**config.mk**
```make
export PLATFORM = sky130hd
export DESIGN_NAME = pps_time_keeper
export DESIGN_NICKNAME = d
export VERILOG_FILES = /design/src/rtl/ptk_pkg.sv /design/src/rtl/ptk_pps_edge.sv /design/src/rtl/ptk_cfg.sv /design/src/rtl/ptk_counter.sv /design/src/rtl/pps_time_keeper.sv
export SDC_FILE = /design/constraint.sdc
export NUM_CORES = 1
export LEC_CHECK = 0
export BUFFER_PORTS_ARGS = -buffer_cell sky130_fd_sc_hd__clkbuf_2
export CELL_PAD_IN_SITES_DETAIL_PLACEMENT = 1
export CELL_PAD_IN_SITES_GLOBAL_PLACEMENT = 1
export CORE_MARGIN = 2
export CORE_UTILIZATION = 40
export DETAILED_ROUTE_END_ITERATION = 6
export PLACE_DENSITY = 0.8
export SLEW_MARGIN = 20
export SYNTH_ARGS = -nofsm -noshare
export SYNTH_HDL_FRONTEND = slang
export SYNTH_HIERARCHICAL = 1
export SYNTH_SLANG_ARGS = --single-unit
```
**constraint.sdc**
```tcl
create_clock -name clk -period 2.3 [get_ports clk]
set_input_delay 0.23 -clock clk [delete_from_list [all_inputs] [get_ports clk]]
set_output_delay 0.23 -clock clk [all_outputs]
set_load 0.01 [all_outputs]
```
**src/rtl/ptk_pkg.sv**
```systemverilog
package ptk_pkg;
  typedef enum logic [1:0] {
    REG_SECS  = 2'd0,
    REG_TICKS = 2'd1,
    REG_FLAGS = 2'd2,
    REG_ARM   = 2'd3
  } ptk_reg_e;

  typedef struct packed {
    logic src_peer;
    logic rise;
  } ptk_flags_t;
endpackage

```
**src/rtl/ptk_pps_edge.sv**
```systemverilog
module ptk_pps_edge #(
  parameter int STAGES = 2
) (
  input  logic clk,
  input  logic rst_n,
  input  logic pps_i,
  output logic rise_o,
  output logic fall_o
);
  logic [STAGES-1:0] sync_q, sync_d;
  logic              last_q, last_d;

  always_comb begin
    sync_d = {sync_q[STAGES-2:0], pps_i};
    last_d = sync_q[STAGES-1];
  end

  always_ff @(posedge clk or negedge rst_n) begin
    if (!rst_n) begin
      sync_q <= '0;
      last_q <= 1'b0;
    end else begin
      sync_q <= sync_d;
      last_q <= last_d;
    end
  end

  assign rise_o = sync_q[STAGES-1] & ~last_q;
  assign fall_o = ~sync_q[STAGES-1] & last_q;
endmodule

```
**src/rtl/ptk_cfg.sv**
```systemverilog
module ptk_cfg
  import ptk_pkg::*;
#(
  parameter int SEC_W  = 32,
  parameter int TICK_W = 32
) (
  input  logic              clk,
  input  logic              rst_n,
  input  logic              wr_en,
  input  logic [1:0]        wr_addr,
  input  logic [31:0]       wr_data,
  input  logic              pps_hit,
  output logic [SEC_W-1:0]  sh_secs_o,
  output logic [TICK_W-1:0] sh_ticks_o,
  output ptk_flags_t        flags_o,
  output logic              load_now_o,
  output logic              pend_apply_o,
  output logic              pend_o
);
  logic [SEC_W-1:0]  secs_q, secs_d;
  logic [TICK_W-1:0] ticks_q, ticks_d;
  ptk_flags_t        flags_q, flags_d;
  logic              pend_q, pend_d;
  logic              arm_wr;

  assign arm_wr       = wr_en && (wr_addr == REG_ARM);
  assign load_now_o   = arm_wr && wr_data[0];
  assign pend_apply_o = pend_q && pps_hit;

  always_comb begin
    secs_d  = secs_q;
    ticks_d = ticks_q;
    flags_d = flags_q;
    pend_d  = pend_q;
    if (wr_en && (wr_addr == REG_SECS))  secs_d  = wr_data[SEC_W-1:0];
    if (wr_en && (wr_addr == REG_TICKS)) ticks_d = wr_data[TICK_W-1:0];
    if (wr_en && (wr_addr == REG_FLAGS)) flags_d = ptk_flags_t'(wr_data[1:0]);
    if (arm_wr)            pend_d = ~wr_data[0];
    else if (pend_apply_o) pend_d = 1'b0;
  end

  always_ff @(posedge clk or negedge rst_n) begin
    if (!rst_n) begin
      secs_q  <= '0;
      ticks_q <= '0;
      flags_q <= '0;
      pend_q  <= 1'b0;
    end else begin
      secs_q  <= secs_d;
      ticks_q <= ticks_d;
      flags_q <= flags_d;
      pend_q  <= pend_d;
    end
  end

  assign sh_secs_o  = secs_q;
  assign sh_ticks_o = ticks_q;
  assign flags_o    = flags_q;
  assign pend_o     = pend_q;
endmodule

```
**src/rtl/ptk_counter.sv**
```systemverilog
module ptk_counter #(
  parameter int TICKS_PER_SEC = 100_000_000,
  parameter int SEC_W         = 32,
  parameter int TICK_W        = 32
) (
  input  logic              clk,
  input  logic              rst_n,
  input  logic              load_i,
  input  logic [SEC_W-1:0]  ld_secs_i,
  input  logic [TICK_W-1:0] ld_ticks_i,
  output logic [SEC_W-1:0]  secs_o,
  output logic [TICK_W-1:0] ticks_o
);
  localparam logic [TICK_W-1:0] TICK_LAST = TICK_W'(TICKS_PER_SEC - 1);

  logic [SEC_W-1:0]  secs_q, secs_d;
  logic [TICK_W-1:0] ticks_q, ticks_d;

  always_comb begin
    if (load_i) begin
      secs_d  = ld_secs_i;
      ticks_d = ld_ticks_i;
    end else if (ticks_q == TICK_LAST) begin
      secs_d  = secs_q + SEC_W'(1);
      ticks_d = '0;
    end else begin
      secs_d  = secs_q;
      ticks_d = ticks_q + TICK_W'(1);
    end
  end

  always_ff @(posedge clk or negedge rst_n) begin
    if (!rst_n) begin
      secs_q  <= '0;
      ticks_q <= '0;
    end else begin
      secs_q  <= secs_d;
      ticks_q <= ticks_d;
    end
  end

  assign secs_o  = secs_q;
  assign ticks_o = ticks_q;
endmodule

```
**src/rtl/pps_time_keeper.sv**
```systemverilog
module pps_time_keeper
  import ptk_pkg::*;
#(
  parameter int TICKS_PER_SEC = 100_000_000,
  parameter int SEC_W         = 32,
  parameter int TICK_W        = 32,
  parameter int SYNC_STAGES   = 2
) (
  input  logic              clk,
  input  logic              rst_n,
  input  logic              wr_en,
  input  logic [1:0]        wr_addr,
  input  logic [31:0]       wr_data,
  input  logic              pps_conn,
  input  logic              pps_peer,
  output logic [SEC_W-1:0]  secs_o,
  output logic [TICK_W-1:0] ticks_o,
  output logic              pps_evt_o
);
  localparam int NSRC = 2;

  logic [NSRC-1:0]   pps_raw, rise_v, fall_v;
  ptk_flags_t        flags;
  logic              pps_hit, load_now, pend_apply, pend_q, load_any;
  logic              evt_q, evt_d;
  logic [SEC_W-1:0]  sh_secs;
  logic [TICK_W-1:0] sh_ticks;

  assign pps_raw = {pps_peer, pps_conn};

  for (genvar g = 0; g < NSRC; g++) begin : g_src
    ptk_pps_edge #(.STAGES(SYNC_STAGES)) edge_i (
      .clk    (clk),
      .rst_n  (rst_n),
      .pps_i  (pps_raw[g]),
      .rise_o (rise_v[g]),
      .fall_o (fall_v[g])
    );
  end

  assign pps_hit = flags.rise ? rise_v[flags.src_peer] : fall_v[flags.src_peer];

  ptk_cfg #(.SEC_W(SEC_W), .TICK_W(TICK_W)) cfg_i (
    .clk          (clk),
    .rst_n        (rst_n),
    .wr_en        (wr_en),
    .wr_addr      (wr_addr),
    .wr_data      (wr_data),
    .pps_hit      (pps_hit),
    .sh_secs_o    (sh_secs),
    .sh_ticks_o   (sh_ticks),
    .flags_o      (flags),
    .load_now_o   (load_now),
    .pend_apply_o (pend_apply),
    .pend_o       (pend_q)
  );

  assign load_any = load_now | pend_apply;

  ptk_counter #(.TICKS_PER_SEC(TICKS_PER_SEC), .SEC_W(SEC_W), .TICK_W(TICK_W)) cnt_i (
    .clk        (clk),
    .rst_n      (rst_n),
    .load_i     (load_any),
    .ld_secs_i  (sh_secs),
    .ld_ticks_i (sh_ticks),
    .secs_o     (secs_o),
    .ticks_o    (ticks_o)
  );

  assign evt_d = pps_hit;

  always_ff @(posedge clk or negedge rst_n) begin
    if (!rst_n) evt_q <= 1'b0;
    else        evt_q <= evt_d;
  end

  assign pps_evt_o = evt_q;
endmodule

```
* Yosys cells after proc, flatten, opt, wreduce, memory -nomap -nowiden *
Cells that the tools add are included.

storage, ports and cells
  input port bits = 39
  register bits = 138
  output and inout port bits = 65
  word-level logic and storage cells = 49

cells by class
  equality and inequality tests = 4
  $lt $le $gt $ge = 1
  muxes and demuxes = 11
  $add $sub $neg = 2
  reduce and logical (&&, ||, !) cells = 9
  bitwise logic cells = 10

operators by type and width
  cell                                                    count
  2-to-1 mux 32 bit                                       4
  adder 32 x 1 -> 32 bit (second input constant)          2
  equality test 32 x 27 -> 1 bit (second input constant)  1
  2-to-1 mux 1 bit                                        7
  logical AND 1 bit                                       6
  inverter 1 bit                                          5
  bitwise AND 1 bit                                       4
  equality test 2 bit (second input constant)             2
  nonzero test 2 bit                                      2
  equality test 2 x 1 -> 1 bit (second input constant)    1
  zero test 2 bit                                         1
  < comparator 1 x 2 -> 1 bit (second input constant)     1
  OR 1 bit                                                1

* Logic depth before layout (Yosys ltp) *
  depth after elaboration = 8
  gate-level depth with buffers = 10
  mapped depth without buffers = 8

* Modules after synthesis *
Netlist, hierarchy kept.

modules (own cells, without submodules)
  module           instances  area each (um2)  cells an instance  sequential area each (um2)
  ptk_counter      1          3826.2           447                1601.5
  ptk_cfg          1          2567.5           148                1676.6
  ptk_pps_edge     2          90.1             5                  75.1
  pps_time_keeper  1          53.8             3                  25.0

* Worst setup path before layout *
No wires, ideal clock.

  kind = register to register
  from = reg g_src[0].edge_i.last_q
  to = reg cnt_i.ticks_q[16] (netlist: cnt_i/ticks_o[16])
  required time = 2.150 ns
  library setup time = 0.150 ns
  arrival time = 2.306 ns
  slack = -0.156 ns
  path buffers = 3
  stages on the path, launching flop included = 10
  period minus slack after synthesis = 2.456 ns
  cell sequence = dfrtp_1 and2b_2 mux4_2 and2_1 or2_2 clkbuf_1 inv_1 clkbuf_1 clkbuf_1 a41oi_1

on the way
  elaborated cells between the ends (all ways) = 11
  those cells by class = 6 x mux; 4 x bitwise; 1 x reduce/logical

RTL lines
  what                                                  RTL line               source
  start: declaration                                    ptk_pps_edge.sv:11     logic last_q, last_d;
  start signal: assignment                              ptk_pps_edge.sv:24     last_q <= last_d;
  bitwise AND 1 bit                                     ptk_pps_edge.sv:29     assign fall_o = ~sync_q[STAGES-1] & last_q;
  named net fall_v[0]                                   pps_time_keeper.sv:22  logic [NSRC-1:0] pps_raw, rise_v, fall_v;
  2-to-1 mux 1 bit (implied by the code) (2 in series)  pps_time_keeper.sv:41  assign pps_hit = flags.rise ? rise_v[flags.src_peer] : fall_v[flags.src_peer];
  2-to-1 mux 1 bit                                      pps_time_keeper.sv:41
  named net evt_d                                       pps_time_keeper.sv:25  logic evt_q, evt_d;
  logical AND 1 bit                                     ptk_cfg.sv:28          assign pend_apply_o = pend_q && pps_hit;
  named net pend_apply                                  pps_time_keeper.sv:24  logic pps_hit, load_now, pend_apply, pend_q, load_any;
  OR 1 bit                                              pps_time_keeper.sv:58  assign load_any = load_now | pend_apply;
  named net load_any                                    pps_time_keeper.sv:24
  2-to-1 mux 32 bit                                     ptk_counter.sv:20      if (load_i) begin
  named net cnt_i.ticks_d[16]                           ptk_counter.sv:17      logic [TICK_W-1:0] ticks_q, ticks_d;
  end signal: assignment                                ptk_counter.sv:38      ticks_q <= ticks_d;
  end: declaration                                      ptk_counter.sv:17

The timed path passes the listed nets, and every way through them passes these cells. The select of a mux whose other input is x is not followed.
A chain may end at the register's enable or synchronous reset.

* Worst setup path in the final report *
  from = reg g_src[1].edge_i.sync_q[1]
  to = reg cnt_i.secs_q[16] (netlist: cnt_i/secs_o[16])

on the way
  word-level cells in the longest chain between the ends = 8
  elaborated cells between the ends (all ways) = 12
  those cells by class = 6 x mux; 4 x bitwise; 2 x reduce/logical

RTL lines
  what                                                     RTL line               source
  start: declaration                                       ptk_pps_edge.sv:10     logic [STAGES-1:0] sync_q, sync_d;
  start signal: assignment                                 ptk_pps_edge.sv:23     sync_q <= sync_d;
  inverter 1 bit *                                         ptk_pps_edge.sv:29
  bitwise AND 1 bit *                                      ptk_pps_edge.sv:29
  named net fall_v[1]                                      pps_time_keeper.sv:22
  2-to-1 mux 1 bit (implied by the code) * (2 in series)   pps_time_keeper.sv:41
  2-to-1 mux 1 bit *                                       pps_time_keeper.sv:41
  named net evt_d                                          pps_time_keeper.sv:25
  logical AND 1 bit *                                      ptk_cfg.sv:28
  named net pend_apply                                     pps_time_keeper.sv:24
  OR 1 bit *                                               pps_time_keeper.sv:58
  named net load_any                                       pps_time_keeper.sv:24
  2-to-1 mux 32 bit or nonzero test 2 bit (tied branches)  n/a
  end signal: assignment                                   ptk_counter.sv:37      secs_q <= secs_d;
  end: declaration                                         ptk_counter.sv:16      logic [SEC_W-1:0] secs_q, secs_d;

The timed path passes the listed nets; every way through them passes the cells marked *. The select of a mux whose other input is x is not followed.

==> metrics.md <==
| Metric | Value |
|---|---|
| Status | `complete, no violations` |
| # IOs | `104` |
| Starting Density | `0.404` |
| Yosys Warn Count | `6` |
| Antenna viol nets, final | `0` |
| Max clock buf depth | `2` |
| DRC | `0` |
| Routed wire per std cell | `21.0 µm` |
| Die height | `133 µm` |
| Max_cap viols | `0` |
| Filler cells | `1786` |
| Worst slew pin tran | `0.684 ns` |
| Core ar. | `16400 µm²` |
| Vias in the first global route | `6112` |
| Via count | `5587` |
| Non-Filler Cell Area, Final | `8620 µm²` |
| Hold_sp | `wr_data[4]` |
| Clock root cell | `clkbuf_16` |
| Final setup fails | `0` |
| Gpl congestion | `0.839` |
| Layout cells sized above 1 | `0.368` |
| Library cells used by synthesis | `48` |
| Die X | `133 µm` |
| Final period util | `0.972` |
| DRT Pass-1 Iters | `4` |
| Final hold viol count | `0` |
| WP data arrival | `2.57 ns` |
| Commonest non-fill, non-tap cell in the layout | `dfrtp_1` |
| Setup TNS | `0 ns` |
| # port buffers | `103` |
| Clock transition at the registers of the reported paths | `0.06 ns` |
| Hold crit path type | `input pin to flop` |
| Nets | `816` |
| Post-DP HPWL | `14.7 mm` |
| Max-slew headroom | `0.544` |
| CP endpoint kind | `flop` |
| First-pass GRT wire length | `34.0 mm` |
| Critical path type | `flop to flop` |
| CTS tree | `done` |
| VDD IR max | `0.583 mV` |
| Total CTS buffers | `17` |
| Initial antenna violation count | `0` |
| CP startpoint | `g_src[1].edge_i/sync_q[1]` |
| RSZ-0062 raised after global routing | `yes` |
| Worst r2r src | `g_src[1].edge_i/sync_q[1]` |
| Number of flops mapped to enable cells by yosys | `0` |
| Tmin final | `2.24 ns` |
| Total track usage | `0.251` |
| Most frequent cells in the layout | `138 x dfrtp_1, 102 x clkbuf_2, 70 x nand2_1` |
| Post-synthesis sequential area ratio | `0.521` |
| Critical path peak fanout | `19` |
| Clock sink count | `138` |
| Synth Area per Inst | `10.9 µm²` |
| Async set-or-reset flop fraction in the synthesized netlist | `1.00` |
| CP required | `2.64 ns` |
| Htree depth | `4` |
| Cell count after synthesis | `608` |
| Vias per cell | `5.55` |
| Gr ovfl total | `0` |
| Pin count of the biggest net entering global routing | `72` |
| Clk_skew | `0.00682 ns` |
| Startpoint type of the worst setup path | `flop` |
| Leak | `3.70 nW` |
| Starting DRT DRC Count | `292` |
| Number of synthesized register bits | `138` |
| Max Freq | `447 MHz` |
| Dpl cell area | `7770 µm²` |
| Syn nets | `649` |
| Std cell rows | `47` |
| Synthesized area | `6630 µm²` |
| Die ar. | `17600 µm²` |
| WL final | `21.2 mm` |
| Pwr Density | `1200 nW/µm²` |
| Ant. Diodes | `0` |
| Main synth FF type | `dfrtp_1` |
| Worst-Skew Late Latency | `0.43 ns` |
| Area Growth Syn to Fin | `30.0%` |
| Pins Over Slew Limit | `0` |
==> synthesized netlist by cell type (all sizes together), types with 9 or more instances <==
master	number	area, µm²
dfrtp	138	3450
nand2	70	263
mux2	66	743
o21ai	41	205
nor2	28	105
xnor2	27	236
clkbuf	26	128
nor4	25	169
nand3	23	120
nand4	17	113
a31oi	16	100
o31ai	16	120
and3	13	81.3
inv	12	45.0
xor2	12	105
or3	11	68.8
and4	9	78.8
==> final cells by class <==
cell class,instances,area [µm²],area share
well taps,220,275,0.0319
clock inverters,11,169,0.0196
multi-input cells,426,2990,0.346
flip-flops and latches,138,3450,0.401
inverters,12,47.5,0.00552
clock buffers,20,467,0.0542
repair buffers,180,1220,0.141
==> where the power goes <==
group	total [mW]	switching, mW	leakage [nW]	internal, mW
combinational	3.45	1.80	1.75	1.65
sequential	3.92	0.728	1.65	3.19
clock	2.95	1.06	0.300	1.89
==> critical path, cell delays in order (launching register included) <==
cell and delay (ns):
dfrtp_1 0.38, and2b_2 0.22, mux4_2 0.46, and2_1 0.15, or2_4 0.31, inv_4 0.10, bufbuf_16 0.30, nor2_1 0.06
a31oi_1 0.16
==> layer usage <==
layer	wire length (µm)	vias up	global-route usage
li1	-	2546	-
met1	8690	2871	0.308
met3	819	28	0.0433
met2	11200	142	0.448
met5	0	-	0
met4	444	0	0.0878
==> flip-flops by register name, indices dropped and copies added (netlist names) <==
signal,cells
cfg_i/flags_o,2
cfg_i/sh_secs_o,32
g_src.edge_i/last_q,2
g_src.edge_i/sync_q,4
cfg_i/pend_o,1
cnt_i/ticks_o,32
pps_evt_o,1
cnt_i/secs_o,32
cfg_i/sh_ticks_o,32
==> path summary, 6_finish.rpt <==
| check | to | slack (ns) | cells past startpoint |
|---|---|---|---|
| max in group asynchronous | cfg_i/flags_o[0] | 1.18 | 3 |
| hold / removal | cfg_i/sh_secs_o[4] | 0.05 | 2 |
| hold reg to reg | g_src[0].edge_i/sync_q[1] | 0.37 | 0 |
| setup reg to reg | cnt_i/secs_o[16] | 0.06 | 8 |
| setup / recovery | cnt_i/secs_o[16] | 0.06 | 8 |
| min in group asynchronous | cnt_i/ticks_o[26] | 0.38 | 2 |
==> timing repair <==
item                                   4_1_cts  5_1_grt
gates resized for setup                      2        9
gates cloned                                 2        0
endpoints found under the hold margin       70        0
pin swaps                                    0        3
setup endpoints to repair                    5        9
hold buffers                                 3        0
setup buffers                                1        6
==> metrics by stage <==
stage	util	worst slack, ns	cells	hold WS (ns)	total power, mW
after floorplan	-	0.0397	608	-0.0656	5.40
after global placement	0.474	0.104	964	0.283	7.00
after detailed placement	0.474	0.0345	964	0.291	7.21
after CTS	0.519	0.0144	1001	0.0419	10.3
after global routing	0.525	-0.0214	1007	0.0499	10.9
final	0.525	0.0642	1007	0.0530	10.3
==> kinds of logic after synthesis <==
family                   share of synthesized area
flip-flops                                   0.521
multiplexers                                 0.119
adder cells (fa/ha/maj)                    0.00378
AO/OA/AOI/OAI                               0.0808
XOR/XNOR                                    0.0515
AND/OR/NAND/NOR                              0.190
buffers and inverters                       0.0338
Note: power is estimated with default switching activity, not from simulation.
